### src/rtl/mhr_pkg.sv
package mhr_pkg;
  localparam int STS_W = 32;
  localparam int FEP_W = $clog2(STS_W);
  localparam int DW    = 32;
  localparam int NDW   = 4;
  localparam int LOG_W = DW * NDW;

  typedef struct packed {
    logic [STS_W-1:0] sts;
    logic             hdr_vld;
    logic             pfx_vld;
    logic [LOG_W-1:0] hdr;
    logic [LOG_W-1:0] pfx;
  } mhr_rec_t;

  function automatic logic [DW-1:0] byte_rev(input logic [DW-1:0] d);
    logic [DW-1:0] r;
    for (int b = 0; b < DW/8; b++) r[8*b +: 8] = d[8*(DW/8-1-b) +: 8];
    return r;
  endfunction
endpackage

### src/rtl/mhr_onehot.sv
module mhr_onehot #(
  parameter int W  = 32,
  parameter int IW = $clog2(W)
) (
  input  logic [W-1:0]  vec_i,
  output logic          legal_o,
  output logic [IW-1:0] idx_o
);
  always_comb begin
    idx_o = '0;
    for (int i = 0; i < W; i++)
      if (vec_i[i]) idx_o = IW'(i);
  end

  assign legal_o = (vec_i != '0) && ((vec_i & (vec_i - W'(1))) == '0);
endmodule

### src/rtl/mhr_fifo.sv
module mhr_fifo import mhr_pkg::*; #(
  parameter int DEPTH = 8,
  parameter int CW    = $clog2(DEPTH + 1)
) (
  input  logic             clk_i,
  input  logic             rst_ni,
  input  logic             push_i,
  input  logic             pop_i,
  input  logic             flush_i,
  input  mhr_rec_t         din_i,
  output mhr_rec_t         head_o,
  output logic             empty_o,
  output logic             full_o,
  output logic [STS_W-1:0] sts_or_o
);
  mhr_rec_t       mem [DEPTH];
  logic [CW-1:0]  cnt_q;

  assign empty_o = (cnt_q == '0);
  assign full_o  = (cnt_q == CW'(DEPTH));
  assign head_o  = mem[0];

  always_ff @(posedge clk_i or negedge rst_ni) begin
    if (!rst_ni)      cnt_q <= '0;
    else if (flush_i) cnt_q <= '0;
    else              cnt_q <= cnt_q + CW'(push_i) - CW'(pop_i);
  end

  // slot 0 is always the oldest entry
  for (genvar i = 0; i < DEPTH; i++) begin : g_slot
    if (i < DEPTH - 1) begin : g_mid
      always_ff @(posedge clk_i) begin
        if (pop_i) begin
          if (push_i && CW'(i + 1) == cnt_q) mem[i] <= din_i;
          else                               mem[i] <= mem[i+1];
        end else if (push_i && CW'(i) == cnt_q) begin
          mem[i] <= din_i;
        end
      end
    end else begin : g_last
      always_ff @(posedge clk_i) begin
        if (push_i && ((pop_i && CW'(i + 1) == cnt_q) || (!pop_i && CW'(i) == cnt_q)))
          mem[i] <= din_i;
      end
    end
  end

  always_comb begin
    sts_or_o = '0;
    for (int i = 0; i < DEPTH; i++)
      if (CW'(i) < cnt_q) sts_or_o = sts_or_o | mem[i].sts;
  end
endmodule

### src/rtl/mhr_log_fmt.sv
module mhr_log_fmt import mhr_pkg::*; (
  input  mhr_rec_t         rec_i,
  input  logic             cap_i,
  output logic [LOG_W-1:0] hdr_o,
  output logic [LOG_W-1:0] pfx_o,
  output logic             pfx_bit_o
);
  assign pfx_bit_o = rec_i.pfx_vld && cap_i;

  for (genvar k = 0; k < NDW; k++) begin : g_dw
    assign hdr_o[k*DW +: DW] = rec_i.hdr_vld ? byte_rev(rec_i.hdr[k*DW +: DW]) : '0;
    assign pfx_o[k*DW +: DW] = pfx_bit_o     ? byte_rev(rec_i.pfx[k*DW +: DW]) : '0;
  end
endmodule

### src/rtl/mhr_err_log.sv
module mhr_err_log import mhr_pkg::*; #(
  parameter int FIFO_DEPTH = 8
) (
  input  logic             clk_i,
  input  logic             rst_ni,
  input  logic             rec_valid_i,
  input  logic [STS_W-1:0] rec_sts_i,
  input  logic             rec_hdr_vld_i,
  input  logic             rec_pfx_vld_i,
  input  logic [LOG_W-1:0] rec_hdr_i,
  input  logic [LOG_W-1:0] rec_pfx_i,
  input  logic             pfx_cap_i,
  input  logic             mhr_en_i,
  input  logic             sts_wr_i,
  input  logic [STS_W-1:0] sts_wdata_i,
  output logic [STS_W-1:0] sts_o,
  output logic [FEP_W-1:0] fep_o,
  output logic             pfx_bit_o,
  output logic [LOG_W-1:0] hdr_log_o,
  output logic [LOG_W-1:0] pfx_log_o,
  output logic             ovf_o
);
  logic [STS_W-1:0] sts_q, sts_w, sts_a, q_or;
  logic [FEP_W-1:0] fep_q, fep_a, fep_d, rec_idx, head_idx, ld_idx;
  logic             pfx_bit_q, ovf_q;
  logic [LOG_W-1:0] hdr_q, pfx_q, fmt_hdr, fmt_pfx;
  logic             fmt_pfx_bit;
  logic             rec_legal, head_legal, q_empty, q_full;
  logic             ptr_clr, pop, clr_log, flush, rec_go, hold, push, ovf_d, load_rec, load;
  mhr_rec_t         rec_in, head, ld_src;

  assign rec_in = '{sts: rec_sts_i, hdr_vld: rec_hdr_vld_i, pfx_vld: rec_pfx_vld_i,
                    hdr: rec_hdr_i, pfx: rec_pfx_i};

  mhr_onehot #(.W(STS_W), .IW(FEP_W)) u_rec_dec (
    .vec_i(rec_sts_i), .legal_o(rec_legal), .idx_o(rec_idx));

  mhr_onehot #(.W(STS_W), .IW(FEP_W)) u_head_dec (
    .vec_i(head.sts), .legal_o(head_legal), .idx_o(head_idx));

  mhr_fifo #(.DEPTH(FIFO_DEPTH)) u_fifo (
    .clk_i, .rst_ni, .push_i(push), .pop_i(pop), .flush_i(flush),
    .din_i(rec_in), .head_o(head), .empty_o(q_empty), .full_o(q_full), .sts_or_o(q_or));

  // status write applied first, then the record sees the post-write state
  always_comb begin
    sts_w    = sts_q & ~sts_wdata_i;
    ptr_clr  = sts_wr_i && !sts_w[fep_q];
    pop      = ptr_clr && mhr_en_i && !q_empty;
    clr_log  = ptr_clr && !pop;
    flush    = sts_wr_i && !ptr_clr && !mhr_en_i;
    sts_a    = sts_wr_i ? (sts_w | (mhr_en_i ? q_or : '0)) : sts_q;
    fep_a    = pop ? head_idx : (clr_log ? '0 : fep_q);
    rec_go   = rec_valid_i && rec_legal;
    hold     = rec_go && mhr_en_i && sts_a[fep_a];
    push     = hold && (!q_full || pop);
    ovf_d    = hold && q_full && !pop;
    load_rec = rec_go && !hold;
    load     = load_rec || (pop && head_legal);
    ld_src   = load_rec ? rec_in : head;
    ld_idx   = load_rec ? rec_idx : head_idx;
    fep_d    = load ? ld_idx : fep_a;
  end

  mhr_log_fmt u_fmt (
    .rec_i(ld_src), .cap_i(pfx_cap_i),
    .hdr_o(fmt_hdr), .pfx_o(fmt_pfx), .pfx_bit_o(fmt_pfx_bit));

  always_ff @(posedge clk_i or negedge rst_ni) begin
    if (!rst_ni) begin
      sts_q     <= '0;
      fep_q     <= '0;
      pfx_bit_q <= 1'b0;
      hdr_q     <= '0;
      pfx_q     <= '0;
      ovf_q     <= 1'b0;
    end else begin
      sts_q <= sts_a | (rec_go ? rec_sts_i : '0);
      fep_q <= fep_d;
      ovf_q <= ovf_d;
      if (load) begin
        hdr_q     <= fmt_hdr;
        pfx_q     <= fmt_pfx;
        pfx_bit_q <= fmt_pfx_bit;
      end else if (clr_log) begin
        hdr_q     <= '0;
        pfx_q     <= '0;
        pfx_bit_q <= 1'b0;
      end
    end
  end

  assign sts_o     = sts_q;
  assign fep_o     = fep_q;
  assign pfx_bit_o = pfx_bit_q;
  assign hdr_log_o = hdr_q;
  assign pfx_log_o = pfx_q;
  assign ovf_o     = ovf_q;
endmodule

### config.mk
export PLATFORM = sky130hd
export DESIGN_NAME = mhr_err_log
export DESIGN_NICKNAME = d
export VERILOG_FILES = /design/src/rtl/mhr_pkg.sv /design/src/rtl/mhr_onehot.sv /design/src/rtl/mhr_fifo.sv /design/src/rtl/mhr_log_fmt.sv /design/src/rtl/mhr_err_log.sv
export SDC_FILE = /design/constraint.sdc
export NUM_CORES = 2
export LEC_CHECK = 0
export BUFFER_PORTS_ARGS = -buffer_cell sky130_fd_sc_hd__buf_2
export CELL_PAD_IN_SITES_DETAIL_PLACEMENT = 0
export CELL_PAD_IN_SITES_GLOBAL_PLACEMENT = 1
export CORE_ASPECT_RATIO = 1.4
export CORE_MARGIN = 5
export CORE_UTILIZATION = 45
export CTS_BUF_LIST = sky130_fd_sc_hd__clkbuf_4 sky130_fd_sc_hd__clkbuf_8
export CTS_CLUSTER_DIAMETER = 80
export DETAILED_ROUTE_END_ITERATION = 8
export GPL_TIMING_DRIVEN = 0
export PLACE_DENSITY = 0.76
export SLEW_MARGIN = 20
export SYNTH_ARGS = -nofsm -noshare
export SYNTH_HDL_FRONTEND = slang
export SYNTH_HIERARCHICAL = 1
export SYNTH_SLANG_ARGS = --single-unit
### constraint.sdc
create_clock -name clk_i -period 13.1 [get_ports clk_i]
set_input_delay 1.965 -clock clk_i [delete_from_list [all_inputs] [get_ports clk_i]]
set_output_delay 1.965 -clock clk_i [all_outputs]
set_load 0.02 [all_outputs]
==> results.yml <==
clock_network:
  cts.sinks: 2619
  cts_tree: "built"
  cts_buffers: 409
  clockRootBuffer: "clkbuf_8"
  clock_latency_ns: 1.02
  cts-resized-gates: 0
  ctsHoldBuffers: 0
  post-cts-setup-buffers: 0
  clk_pin_slew_ns: 0.06
  htree_num_levels: 5
  clk_path_buf_depth: 4
setup_path:
  cp.arrival_ns: 9.24
  cpPeakStageDelay_ns: 0.72
  cp_max_fo: 10
  worst_setup_path_end_kind: "flop"
  slowest_stage: "clkbuf_1"
  start_kind: "flop"
  cpMostUsedCell: "buf_2"
  crit_type: "flop to flop"
  path_cells: "buf_2 > clkbuf_1 > inv_1 > ha_1 > buf_2 > inv_1 > clkbuf_1 > clkbuf_1 > o211ai_1 > nand4_1 > a22oi_1 > mux2i_1 > a22o_1 > nor3_1 > o311a_2 > nand2b_1 > nor3b_1 > buf_2 > nand4_1 > nand2_1 > buf_2 > buf_4 > buf_6 > mux2_2"
  critPathRequiredTime_ns: 13.83
sta:
  fin_crit_sh_pct: 64.99
  skew_ns: 0.09606
  hold_ws_ns: 0.4752
  finalSetupViolations: 0
  rsz0062_at_grt: "no"
  timing.fmax_mhz: 117.5
  maxSlewHeadroom_pct: 33.30
  fin_setup_tns_ns: 0
  min_period_ns: 8.513
  tightest_slew_ns: 0.9922
  finalHoldViolCount: 0
  drv_slew: 0
finish:
  drive_gt1_share_pct: 47.76
  fin_area_mm2: 0.1375
  final_net_count: 8513
  syn2layout_area_growth_pct: 14.88
placed_design:
  portBuffers: 620
  placed_area_mm2: 0.1289
  dp_hpwl_um: 228200
  place_congestion: 0.9310
global_route:
  grt_max_degree: 84
  grt_pass1_vias: 70440
  grt_usage_pct: 23.22
  grt_pass1_wl_um: 477100
  gr-total-overflow: 0
  grt_antenna_before_repair: 99
floorplanning:
  core_area_mm2: 0.2654
  die_x_um: 445.9
  die_y_um: 620.2
  start_util_pct: 45.09
  die_area_mm2: 0.2765
  rows: 224
  pin_count: 623
routing:
  ant_nets: 0
  first_pass_iters: 6
  vias_per_cell: 5.558
  route.detailed.drc: 0
  dr.first_iter.drc_count: 4657
  routedWlPerCell_um: 27.48
  vias: 66990
  routed_wirelength_um: 331200
status:
  outcome: "completed"
synthesis:
  yosysWarnings: 6
  synthesis.nets: 7417
  synth_cells: 7078
  synth.cell_area_mm2: 0.1197
  syn-mean-instance-area_um2: 16.91
worst_hold_path:
  min_path_type: "flop to flop"
power:
  power_w: 0.02769
  powerDensity_mw_per_mm2: 201.4
  worst_ir_drop_vdd_mv: 0.1410
  p_leak_nw: 52.78
run:
  max-cap-violations: 0
## power by group
group | total (W) | internal, W | switching, W
combinational | 0.00831 | 0.00365 | 0.00467
clock | 0.00719 | 0.00391 | 0.00328
sequential | 0.0122 | 0.0116 | 0.000534
## worst paths after layout
path                                          from            endpoint  slack, ns  depth (start not counted)
worst max-delay path               u_fifo/cnt_q[3]  u_fifo/mem[0][864]       4.59                         24
worst min-delay path            u_fifo/mem[0][710]  u_fifo/mem[0][420]       0.48                          1
worst max register to register     u_fifo/cnt_q[3]  u_fifo/mem[0][864]       4.59                         24
worst min register to register  u_fifo/mem[0][710]  u_fifo/mem[0][420]       0.48                          1
max in group asynchronous                   rst_ni       pfx_log_o[78]      11.13                          2
min in group asynchronous                   rst_ni      hdr_log_o[120]       0.94                          1
## state kept, by name (all words and copies together), names as in the netlist
signal / flops
sts_o: 32
ovf_o: 1
pfx_log_o: 128
u_fifo/cnt_q: 4
hdr_log_o: 128
pfx_bit_o: 1
fep_o: 5
u_fifo/mem: 2320
## critical path: cells and delay by family, from the launching register on
kind | cells | cell delay [ns]
buffers and inverters | 11 | 4.37
adders and majority gates | 1 | 0.24
AOI/OAI and AO/OA | 4 | 1.05
DFF | 1 | 0.35
and+or+nand+nor | 6 | 1.51
muxes | 2 | 0.67
## area by class of cell
cell class / instances / area (um^2)
plain buffers: 710 / 5301
well taps: 3503 / 4383
repair buffers: 685 / 4758
clock buffers: 602 / 7403
flip-flops and latches: 2619 / 77150
multi-input cells: 3710 / 37150
fillers: 21850 / 127900
diodes: 39 / 97.59
clock inverters: 146 / 1104
inverters: 39 / 146.4
## per-layer routing
metal	vias to the layer above	GRT usage [%]	part of all wire, %
met5	-	0	0.11
met4	56	9.579	4.4
met3	701	5.236	6.6
met2	2217	40.62	50
met1	34590	27.69	39
li1	29430	-	-
## through the flow
step | cells | worst slack (ns) | util [%]
floorplan | 7078 | 0.7692 | -
global placement | 11200 | -6.731 | 47.92
detailed placement | 11270 | 4.575 | 48.56
CTS | 12010 | 4.658 | 51.77
global route | 12030 | 4.350 | 51.78
finish | 12050 | 4.587 | 51.80
## placed cells by master, fill, tap and decap left out, types with 38 or more instances in the layout
master	n
edfxtp_1	2320
mux2_2	1475
buf_2	769
mux2_4	504
clkbuf_8	461
buf_4	381
mux2_1	312
dfrtp_1	299
a22o_1	260
nand2_1	149
clkbuf_4	141
and2_1	135
and3_1	132
nor2_1	119
a21oi_1	107
o21ai_0	89
buf_6	74
clkinv_1	65
a22oi_1	59
buf_16	47
clkinv_2	44
diode_2	39
clkbuf_1	38
No activity file was read; power rests on OpenSTA's default activity.
